`src/rtl/bankio_pkg.sv`:
```
package bankio_pkg;

  typedef enum logic [3:0] {
    REG_DIR      = 4'd0,
    REG_OUT      = 4'd1,
    REG_SET      = 4'd2,
    REG_CLR      = 4'd3,
    REG_IN       = 4'd4,
    REG_RISE_SET = 4'd5,
    REG_RISE_CLR = 4'd6,
    REG_FALL_SET = 4'd7,
    REG_FALL_CLR = 4'd8,
    REG_STAT     = 4'd9
  } reg_idx_e;

  localparam int unsigned REGS_PER_BANK = 10;

  typedef struct packed {
    logic      hit;
    logic [7:0] bank;
    reg_idx_e  idx;
  } dec_t;

  // Map a byte address to (bank, register); hit is low for anything unmapped.
  function automatic dec_t decode(input logic [31:0] addr, input int unsigned base,
                                  input int unsigned stride, input int unsigned banks);
    dec_t d;
    int unsigned off, bk, ri;
    d.hit  = 1'b0;
    d.bank = '0;
    d.idx  = REG_DIR;
    if (addr[1:0] == 2'b00 && addr >= base) begin
      off = addr - base;
      bk  = off / stride;
      ri  = (off % stride) / 4;
      if (bk < banks && ri < REGS_PER_BANK) begin
        d.hit  = 1'b1;
        d.bank = 8'(bk);
        d.idx  = reg_idx_e'(ri[3:0]);
      end
    end
    return d;
  endfunction

  // Number of pins present in bank b.
  function automatic int unsigned bank_width(input int unsigned b, input int unsigned pins,
                                             input int unsigned w);
    return (pins - b * w) < w ? (pins - b * w) : w;
  endfunction

endpackage

```
`src/rtl/bankio_sync.sv`:
```
module bankio_sync #(
  parameter int unsigned W      = 32,
  parameter int unsigned STAGES = 2
) (
  input  logic         clk,
  input  logic         rst_n,
  input  logic [W-1:0] d,
  output logic [W-1:0] q
);
  logic [W-1:0] st [STAGES];

  always_ff @(posedge clk) begin
    if (!rst_n) st[0] <= '0;
    else        st[0] <= d;
  end

  for (genvar i = 1; i < STAGES; i++) begin : g_stage
    always_ff @(posedge clk) begin
      if (!rst_n) st[i] <= '0;
      else        st[i] <= st[i-1];
    end
  end

  assign q = st[STAGES-1];
endmodule

```
`src/rtl/bankio_bank.sv`:
```
module bankio_bank
  import bankio_pkg::*;
#(
  parameter int unsigned W      = 32,
  parameter int unsigned STAGES = 2
) (
  input  logic         clk,
  input  logic         rst_n,
  input  logic         wr_en,
  input  reg_idx_e     idx,
  input  logic [W-1:0] wdata,
  input  logic [W-1:0] pin_raw,
  output logic [31:0]  rdata,
  output logic [W-1:0] out_q,
  output logic [W-1:0] dir_q,
  output logic [W-1:0] stat_q,
  output logic [W-1:0] edge_evt
);
  logic [W-1:0] smp, prev, rise_en, fall_en, clr_mask;

  bankio_sync #(.W(W), .STAGES(STAGES)) u_sync (
    .clk(clk), .rst_n(rst_n), .d(pin_raw), .q(smp)
  );

  // Named event: armed edge seen between the last two samples.
  assign edge_evt = (smp & ~prev & rise_en) | (~smp & prev & fall_en);
  assign clr_mask = (wr_en && idx == REG_STAT) ? wdata : '0;

  always_ff @(posedge clk) begin
    if (!rst_n) begin
      prev    <= '0;
      dir_q   <= '1;
      out_q   <= '0;
      rise_en <= '0;
      fall_en <= '0;
      stat_q  <= '0;
    end else begin
      prev   <= smp;
      stat_q <= (stat_q & ~clr_mask) | edge_evt;
      if (wr_en) begin
        case (idx)
          REG_DIR:      dir_q   <= wdata;
          REG_OUT:      out_q   <= wdata;
          REG_SET:      out_q   <= out_q | wdata;
          REG_CLR:      out_q   <= out_q & ~wdata;
          REG_RISE_SET: rise_en <= rise_en | wdata;
          REG_RISE_CLR: rise_en <= rise_en & ~wdata;
          REG_FALL_SET: fall_en <= fall_en | wdata;
          REG_FALL_CLR: fall_en <= fall_en & ~wdata;
          default: ;
        endcase
      end
    end
  end

  always_comb begin
    case (idx)
      REG_DIR:                       rdata = 32'(dir_q);
      REG_OUT, REG_SET, REG_CLR:     rdata = 32'(out_q);
      REG_IN:                        rdata = 32'(smp);
      REG_RISE_SET, REG_RISE_CLR:    rdata = 32'(rise_en);
      REG_FALL_SET, REG_FALL_CLR:    rdata = 32'(fall_en);
      REG_STAT:                      rdata = 32'(stat_q);
      default:                       rdata = '0;
    endcase
  end
endmodule

```
`src/rtl/bankio_ctrl.sv`:
```
module bankio_ctrl
  import bankio_pkg::*;
#(
  parameter int unsigned NUM_PINS    = 71,
  parameter int unsigned BANK_W      = 32,
  parameter int unsigned ADDR_W      = 8,
  parameter int unsigned WIN_BASE    = 32'h10,
  parameter int unsigned WIN_STRIDE  = 32'h28,
  parameter int unsigned SYNC_STAGES = 2
) (
  input  logic                clk,
  input  logic                rst_n,
  input  logic [ADDR_W-1:0]   bus_addr,
  input  logic                bus_we,
  input  logic [31:0]         bus_wdata,
  output logic [31:0]         bus_rdata,
  input  logic [NUM_PINS-1:0] pin_in,
  output logic [NUM_PINS-1:0] pin_out,
  output logic [NUM_PINS-1:0] pin_oe,
  output logic [NUM_PINS-1:0] pin_irq,
  output logic [(NUM_PINS+BANK_W-1)/BANK_W-1:0] bank_irq
);
  localparam int unsigned NUM_BANKS = (NUM_PINS + BANK_W - 1) / BANK_W;

  dec_t                dec;
  logic [31:0]         bank_rd [NUM_BANKS];
  logic [NUM_PINS-1:0] dir_all;
  logic [NUM_PINS-1:0] edge_evt;

  assign dec = decode(32'(bus_addr), WIN_BASE, WIN_STRIDE, NUM_BANKS);

  for (genvar b = 0; b < NUM_BANKS; b++) begin : g_bank
    localparam int unsigned BW = bank_width(b, NUM_PINS, BANK_W);
    localparam int unsigned LO = b * BANK_W;
    logic sel;
    assign sel = bus_we && dec.hit && dec.bank == 8'(b);

    bankio_bank #(.W(BW), .STAGES(SYNC_STAGES)) u_bank (
      .clk      (clk),
      .rst_n    (rst_n),
      .wr_en    (sel),
      .idx      (dec.idx),
      .wdata    (bus_wdata[BW-1:0]),
      .pin_raw  (pin_in[LO +: BW]),
      .rdata    (bank_rd[b]),
      .out_q    (pin_out[LO +: BW]),
      .dir_q    (dir_all[LO +: BW]),
      .stat_q   (pin_irq[LO +: BW]),
      .edge_evt (edge_evt[LO +: BW])
    );
    assign bank_irq[b] = |pin_irq[LO +: BW];
  end

  assign pin_oe = ~dir_all;

  always_comb begin
    bus_rdata = '0;
    for (int b = 0; b < NUM_BANKS; b++)
      if (dec.hit && dec.bank == 8'(b)) bus_rdata = bank_rd[b];
  end
endmodule

```
`config.mk`:
```
export PLATFORM = sky130hd
export DESIGN_NAME = bankio_ctrl
export DESIGN_NICKNAME = d
export VERILOG_FILES = /design/src/rtl/bankio_pkg.sv /design/src/rtl/bankio_sync.sv /design/src/rtl/bankio_bank.sv /design/src/rtl/bankio_ctrl.sv
export SDC_FILE = /design/constraint.sdc
export NUM_CORES = 1
export LEC_CHECK = 0
export BUFFER_PORTS_ARGS = -buffer_cell sky130_fd_sc_hd__clkbuf_2
export CAP_MARGIN = 0
export CORE_UTILIZATION = 30
export CTS_CLUSTER_DIAMETER = 60
export DETAILED_ROUTE_END_ITERATION = 7
export HOLD_SLACK_MARGIN = 0.05
export SLEW_MARGIN = 15
export SYNTH_ARGS = -nofsm -noshare
export SYNTH_HDL_FRONTEND = slang
export SYNTH_SLANG_ARGS = --single-unit
```
`constraint.sdc`:
```
create_clock -name clk -period 3.7 [get_ports clk]
set_input_delay 0.37 -clock clk [delete_from_list [all_inputs] [get_ports clk]]
set_output_delay 0.37 -clock clk [all_outputs]
set_load 0.02 [all_outputs]
```
==> flow_metrics.py, run 1 <==
metrics = {
    "grt": {
        "grt_overflow": 0,
        "busiest_layer": "met2",
        "track_usage_pct": 23.7,
        "grt_pass1_wl_mm": 142,
        "antenna_found_initial": 6,
        "grt_pass1_vias": 21500,
        "grt_util_met2_pct": 36.2,
        "gr-usage-met1_pct": 32.9,
        "grt_use_met3_pct": 4.47,
        "grt_max_degree": 131,
    },
    "floorplan": {
        "start_util_pct": 30.4,
        "ios": 362,
        "die_w_um": 282,
        "die_height_um": 282,
        "fp.coreArea_um2": 77500,
        "die_area_um2": 79500,
        "fp-row-count": 102,
    },
    "sta": {
        "fin_crit_sh_pct": 99.8,
        "hold-worst-slack_ns": 0.116,
        "hold_viol_final": 0,
        "fin_tns_setup_ns": 0,
        "grt_setup_unrepaired": "yes",
        "worst_pin_slew_ns": 0.957,
        "finalCriticalPeriod_ns": 3.69,
        "fmax_ghz": 0.271,
        "finalClockSkew_ns": 0.0279,
        "setup_viol": 0,
        "slew_headroom_pct": 35.6,
        "drv_slew": 0,
    },
    "detailed_routing": {
        "drc": 0,
        "vias": 23500,
        "wl_per_cell_um": 23.1,
        "drtPass1Iterations": 6,
        "totalWireLength_mm": 98.5,
        "first_iter_violations": 2513,
        "ant_nets": 0,
        "vias_per_cell": 5.52,
    },
    "worst_setup_path": {
        "cp_cell_sequence": "buf_8 -> inv_2 -> ha_4 -> buf_4 -> xor2_1 -> nand3_1 -> nand3_1 -> or3_4 -> a31o_4 -> buf_12 -> a22oi_1 -> nand4_1 -> and3_4 -> clkbuf_2",
        "crit_path_top_delay_cell": "or3_4",
        "critPathMaxFanout": 10,
        "cpPeakStageDelay_ns": 0.45,
        "start_kind": "input pin",
        "worst-path-stages": 14,
        "path_delay_family": "simple AND/OR/NAND/NOR gates",
        "worst-path-buf-inv": 5,
        "crit_type": "in -> out",
        "required_ns": 3.33,
        "reg2reg_depth": 3,
        "endpoint_kind": "output pin",
        "arrival_ns": 3.32,
        "worst_path_most_repeated_cell": "nand3_1",
    },
    "final_layout": {
        "stdcell_area_um2": 32100,
        "drive_above_1_share_pct": 25.4,
        "nets": 3277,
        "area_growth_pct": 36.6,
    },
    "synth": {
        "synth-seq-area-share_pct": 48.4,
        "synthTopCellsByArea": "dfxtp_1 (48%), and2_1 (5.8%), a311oi_1 (5.4%)",
        "yosysMostFrequentCell": "dfxtp_1",
        "ys_warn_count": 0,
        "synthArstFlopShare_pct": 0,
        "syn_nets": 2800,
        "synthTopCellsByCount": "dfxtp_1 (568), nand2_1 (258), a21oi_1 (245)",
        "syn_inst": 2683,
        "yosysUniqueCellTypes": 75,
        "yosys.area.top_type": "dfxtp_1",
        "synth_edf_count": 0,
        "synth_ff_type": "dfxtp_1",
        "synth_top_area_share_pct": 48.4,
        "syn_area_um2": 23500,
        "ys_ff_latch": 568,
        "syn_avg_cell_area_um2": 8.77,
    },
    "clock_tree": {
        "root_buffer": "clkbuf_16",
        "cts_htree_levels": 3,
        "clock_sinks": 568,
        "path_clk_slew_ns": 0.05,
        "clock_latency_ns": 0.62,
        "cts_buffers": 72,
        "cts.path.max_buffers": 3,
        "cts_tree": "done",
    },
    "place": {
        "portBuffers": 361,
        "place_hpwl_mm": 65.5,
        "place.gp.congestion": 0.895,
        "dpl_cell_area_um2": 27800,
    },
    "min_path": {
        "hp-class": "in -> reg",
        "min_path_cells": 2,
    },
    "pwr": {
        "ir_drop_mv": 0.301,
        "p_leak_nw": 12.5,
        "power.density_nw_per_um2": 474,
    },
    "outcome": {
        "status": "finished clean",
    },
    "flow_run": {
        "max-cap-violations": 0,
    },
}
[metrics by stage]
step / power (mW) / worst slack, ns / std cells / utilization (%)
after floorplan: 7.04 / 0.0100 / 2683 / -
after global placement: 7.64 / -0.316 / 4025 / 35.8
after detailed placement: 7.63 / -0.254 / 4025 / 35.8
after CTS: 15.3 / -0.00678 / 4242 / 40.8
after global routing: 15.7 / -0.113 / 4254 / 41.5
final: 15.2 / 0.00666 / 4254 / 41.5
[what timing repair did]
item / in CTS / in global routing
pin swaps: 16 / 29
resized for setup: 76 / 84
cloned: 5 / 3
hold buffers: 70 / 0
setup buffers: 15 / 11
setup endpoints to repair: 32 / 32
endpoints found under the hold margin: 70 / 0
[report_power, final]
group | total, mW | switching (mW) | leakage [nW] | internal [mW]
registers | 6.30 | 0.0719 | 4.62 | 6.23
logic | 1.45 | 0.847 | 6.61 | 0.603
clock network | 7.49 | 2.88 | 1.23 | 4.61
[layer usage]
layer / wire length, um / up-vias
met5: 20 / -
met3: 8730 / 233
met2: 43300 / 1187
met4: 3830 / 4
li1: - / 10800
met1: 42600 / 11300
[cell type report]
cell class / instances / area [um2]
Fill cell: 7613 / 45300
Multi-Input combinational cell: 1791 / 11500
Sequential cell: 568 / 11400
Timing Repair Buffer: 647 / 5090
Clock buffer: 94 / 2070
Tap cell: 1040 / 1300
Clock inverter: 33 / 468
Inverter: 80 / 315
Antenna cell: 1 / 2.50
[worst paths after layout]
kind	startpoint	endpoint	slack, ns
worst max-delay path	bus_addr[4]	bus_rdata[3]	0.007
worst min-delay path	pin_in[7]	g_bank[0].u_bank.u_sync.st[0][7]$_SDFF_PN0_	0.12
worst min register to register	g_bank[2].u_bank.u_sync.st[0][1]$_SDFF_PN0_	g_bank[2].u_bank.u_sync.st[1][1]$_SDFF_PN0_	0.42
worst max register to register	g_bank[1].u_bank.u_sync.st[1][0]$_SDFF_PN0_	g_bank[1].u_bank.stat_q[0]$_SDFF_PN0_	2.73
[worst register-to-register path, delay by kind of cell (launching register included)]
kind	cells	cell delay, ns
AOI/OAI and AO/OA	2	0.28
DFF	1	0.52
and+or+nand+nor	1	0.05
[placed cells by master (no fill, tap or decap), types with 71 or more instances in the layout]
cell / n
a311oi_1: 143
nand2_1: 253
clkbuf_16: 80
a22oi_1: 157
nand3b_1: 71
clkbuf_2: 338
buf_4: 154
a21oi_1: 241
inv_1: 77
and2_1: 217
nor2_1: 144
dfxtp_1: 568
o21ai_0: 148
[cell families after synthesis]
kind of cell / Yosys count / share of synthesized area [%]
flops: 568 / 48.4
buf+inv: 325 / 5.62
compound gates: 900 / 26.1
xor+xnor: 3 / 0.144
fa+ha+maj: 3 / 0.160
simple gates: 876 / 19.3
mux: 8 / 0.341
Power figures use the tool's default switching activity.
==> run 2, diff against run 1 <==
--- a/config.mk
+++ b/config.mk
@@ -11,6 +11,7 @@
 export CTS_CLUSTER_DIAMETER = 60
 export DETAILED_ROUTE_END_ITERATION = 7
 export HOLD_SLACK_MARGIN = 0.05
+export RECOVER_POWER = 50
 export SLEW_MARGIN = 15
 export SYNTH_ARGS = -nofsm -noshare
 export SYNTH_HDL_FRONTEND = slang
==> run 2 against run 1 <==
Effect of this change:
- the run now ends with design-rule violations, max-capacitance violations, max-slew violations left
- clock power about the same
- setup slack better by 0.0079 ns
- register-to-register slack worse by 0.05 ns
- cell area down 0.83%
- die area unchanged
- largest cell class unchanged
- highest routed layer unchanged
==> flow_metrics.py, run 2 (synthesized netlist as in run 1, its figures left out) <==
metrics = {
    "outcome": {
        "status": "finished with violations",
        "violations": "design-rule violations, max-capacitance violations, max-slew violations",
    },
    "final_layout": {
        "mostFrequentLayoutCells": "dfxtp_1 (568), nand2_1 (253), a21oi_1 (241)",
        "fin_cells": 4254,
        "drive_above_1_share_pct": 19.6,
        "stdcell_area_um2": 31900,
        "fillers": 7719,
        "nets": 3277,
        "final_common_cell": "dfxtp_1",
        "area_growth_pct": 35.5,
    },
    "place": {
        "dp_cells": 4025,
        "place.gp.congestion": 0.895,
        "place_ws_ns": -0.254,
        "place_hpwl_mm": 65.5,
        "dpl_cell_area_um2": 27800,
        "portBuffers": 361,
    },
    "clock_tree": {
        "cts_tree": "done",
        "clock_latency_ns": 0.62,
        "path_clk_slew_ns": 0.05,
        "cts_htree_levels": 3,
        "root_buffer": "clkbuf_16",
        "cts.path.max_buffers": 3,
        "cts_buffers": 72,
        "clock_sinks": 568,
    },
    "worst_setup_path": {
        "crit_path_top_delay_cell": "or4_4",
        "r2r_slack_ns": 2.68,
        "cpPeakStageDelay_ns": 0.49,
        "reg2reg_depth": 3,
        "crit_type": "in -> out",
        "arrival_ns": 3.32,
        "worst_path_most_repeated_cell": "buf_12",
        "startpoint": "bus_addr[5]",
        "rr_startpoint": "g_bank[1].u_bank.u_sync.st[1][0]$_SDFF_PN0_",
        "critPathMaxFanout": 11,
        "r2r-end": "g_bank[1].u_bank.stat_q[0]$_SDFF_PN0_",
        "cp_cell_sequence": "buf_8 -> inv_8 -> ha_4 -> buf_6 -> nor4b_4 -> nor2_2 -> or4_4 -> nand4b_1 -> buf_4 -> nor4_4 -> buf_12 -> buf_12 -> a222oi_1 -> nand3_1 -> a31o_1 -> clkbuf_8",
        "crit_end": "bus_rdata[0]",
        "start_kind": "input pin",
        "endpoint_kind": "output pin",
        "required_ns": 3.33,
    },
    "detailed_routing": {
        "vias_per_cell": 5.51,
        "wl_per_cell_um": 23.1,
        "drc": 1,
        "drtPass1Iterations": 8,
        "vias": 23400,
        "ant_nets": 0,
        "totalWireLength_mm": 98.5,
        "first_iter_violations": 2701,
    },
    "grt": {
        "track_usage_pct": 23.7,
        "grt_pass1_vias": 21500,
        "grt_pass1_wl_mm": 142,
        "grt_overflow": 0,
        "antenna_found_initial": 6,
        "grt_max_degree": 131,
    },
    "sta": {
        "fmax_ghz": 0.271,
        "hold_viol_final": 0,
        "setup_viol": 0,
        "slew_headroom_pct": -29.3,
        "finalCriticalPeriod_ns": 3.69,
        "grt_setup_unrepaired": "yes",
        "finalWorstSetupSlack_ns": 0.0145,
        "worst_pin_slew_ns": 1.94,
        "drv_slew": 106,
        "fin_crit_sh_pct": 99.6,
        "fin_tns_setup_ns": 0,
        "finalClockSkew_ns": 0.0274,
    },
    "flow_run": {
        "max-cap-violations": 1,
    },
    "pwr": {
        "total_power_mw": 15.2,
        "ir_drop_mv": 0.301,
        "power.density_nw_per_um2": 478,
        "p_leak_nw": 11.7,
    },
    "floorplan": {
        "ios": 362,
        "fp-row-count": 102,
        "fp.coreArea_um2": 77500,
        "die_height_um": 282,
        "die_w_um": 282,
        "start_util_pct": 30.4,
        "die_area_um2": 79500,
    },
    "min_path": {
        "hp-start": "pin_in[7]",
        "hp-class": "in -> reg",
    },
}
-- run 2: worst min path at each step --
| stage | cells past startpoint | slack (ns) | end |
|---|---|---|---|
| 3_5_place_dp | 1 | 0.42 | g_bank[0].u_bank.u_sync.st[1][16]$_SDFF_PN0_ |
| 3_3_place_gp | 1 | 0.42 | g_bank[0].u_bank.u_sync.st[1][16]$_SDFF_PN0_ |
| 6_report | 2 | 0.12 | g_bank[0].u_bank.u_sync.st[0][7]$_SDFF_PN0_ |
| 4_1_cts | 2 | 0.07 | g_bank[0].u_bank.u_sync.st[0][7]$_SDFF_PN0_ |
| 5_1_grt | 2 | 0.08 | g_bank[0].u_bank.u_sync.st[0][7]$_SDFF_PN0_ |
| 2_1_floorplan | 1 | 0.41 | g_bank[0].u_bank.u_sync.st[1][0]$_SDFF_PN0_ |
-- run 2: final cells by class --
type,instances,area [um2],share of cell area (%)
Multi-Input combinational cell,1791,11500,36.1
Sequential cell,568,11400,35.7
Timing Repair Buffer,647,4830,15.2
Clock buffer,94,2070,6.50
Tap cell,1040,1300,4.08
Clock inverter,33,468,1.47
Inverter,80,310,0.974
Antenna cell,1,2.50,0.00785
-- run 2: power breakdown --
part           leakage, nW  internal [mW]  switching (mW)  total, mW
clock                 1.23           4.61            2.89       7.49
combinational         5.90          0.594           0.847       1.44
sequential            4.62           6.23          0.0720       6.30
total                 11.7           11.4            3.81       15.2
-- run 2: stage by stage --
| stage | hold WS (ns) | util [%] |
|---|---|---|
| final | 0.116 | 41.1 |
| after global routing | 0.0803 | 41.1 |
| after CTS | 0.0653 | 40.8 |
| after detailed placement | 0.419 | 35.8 |
| after global placement | 0.415 | 35.8 |
| after floorplan | 0.412 | - |
-- run 2: critical path, delay by kind of cell --
family	cells	cell delay [ns]
and+or+nand+nor	6	1.24
AOI/OAI and AO/OA	2	0.67
buffers and inverters	7	0.86
adders and majority gates	1	0.15
-- run 2: routing by layer --
metal	routed length (um)	track usage [%]
met5	20	0
met4	3730	9.17
met3	8180	4.47
met2	43300	36.2
met1	43300	32.9
-- run 2: repair_timing --
| item | CTS | global route |
|---|---|---|
| hold endpoints to repair | 70 | 0 |
| hold buffers | 70 | 0 |
| pin swaps | 16 | 29 |
| buffers inserted | 15 | 11 |
| resized for setup | 76 | 84 |
| endpoints found under the setup margin | 32 | 32 |
| cloned | 5 | 3 |
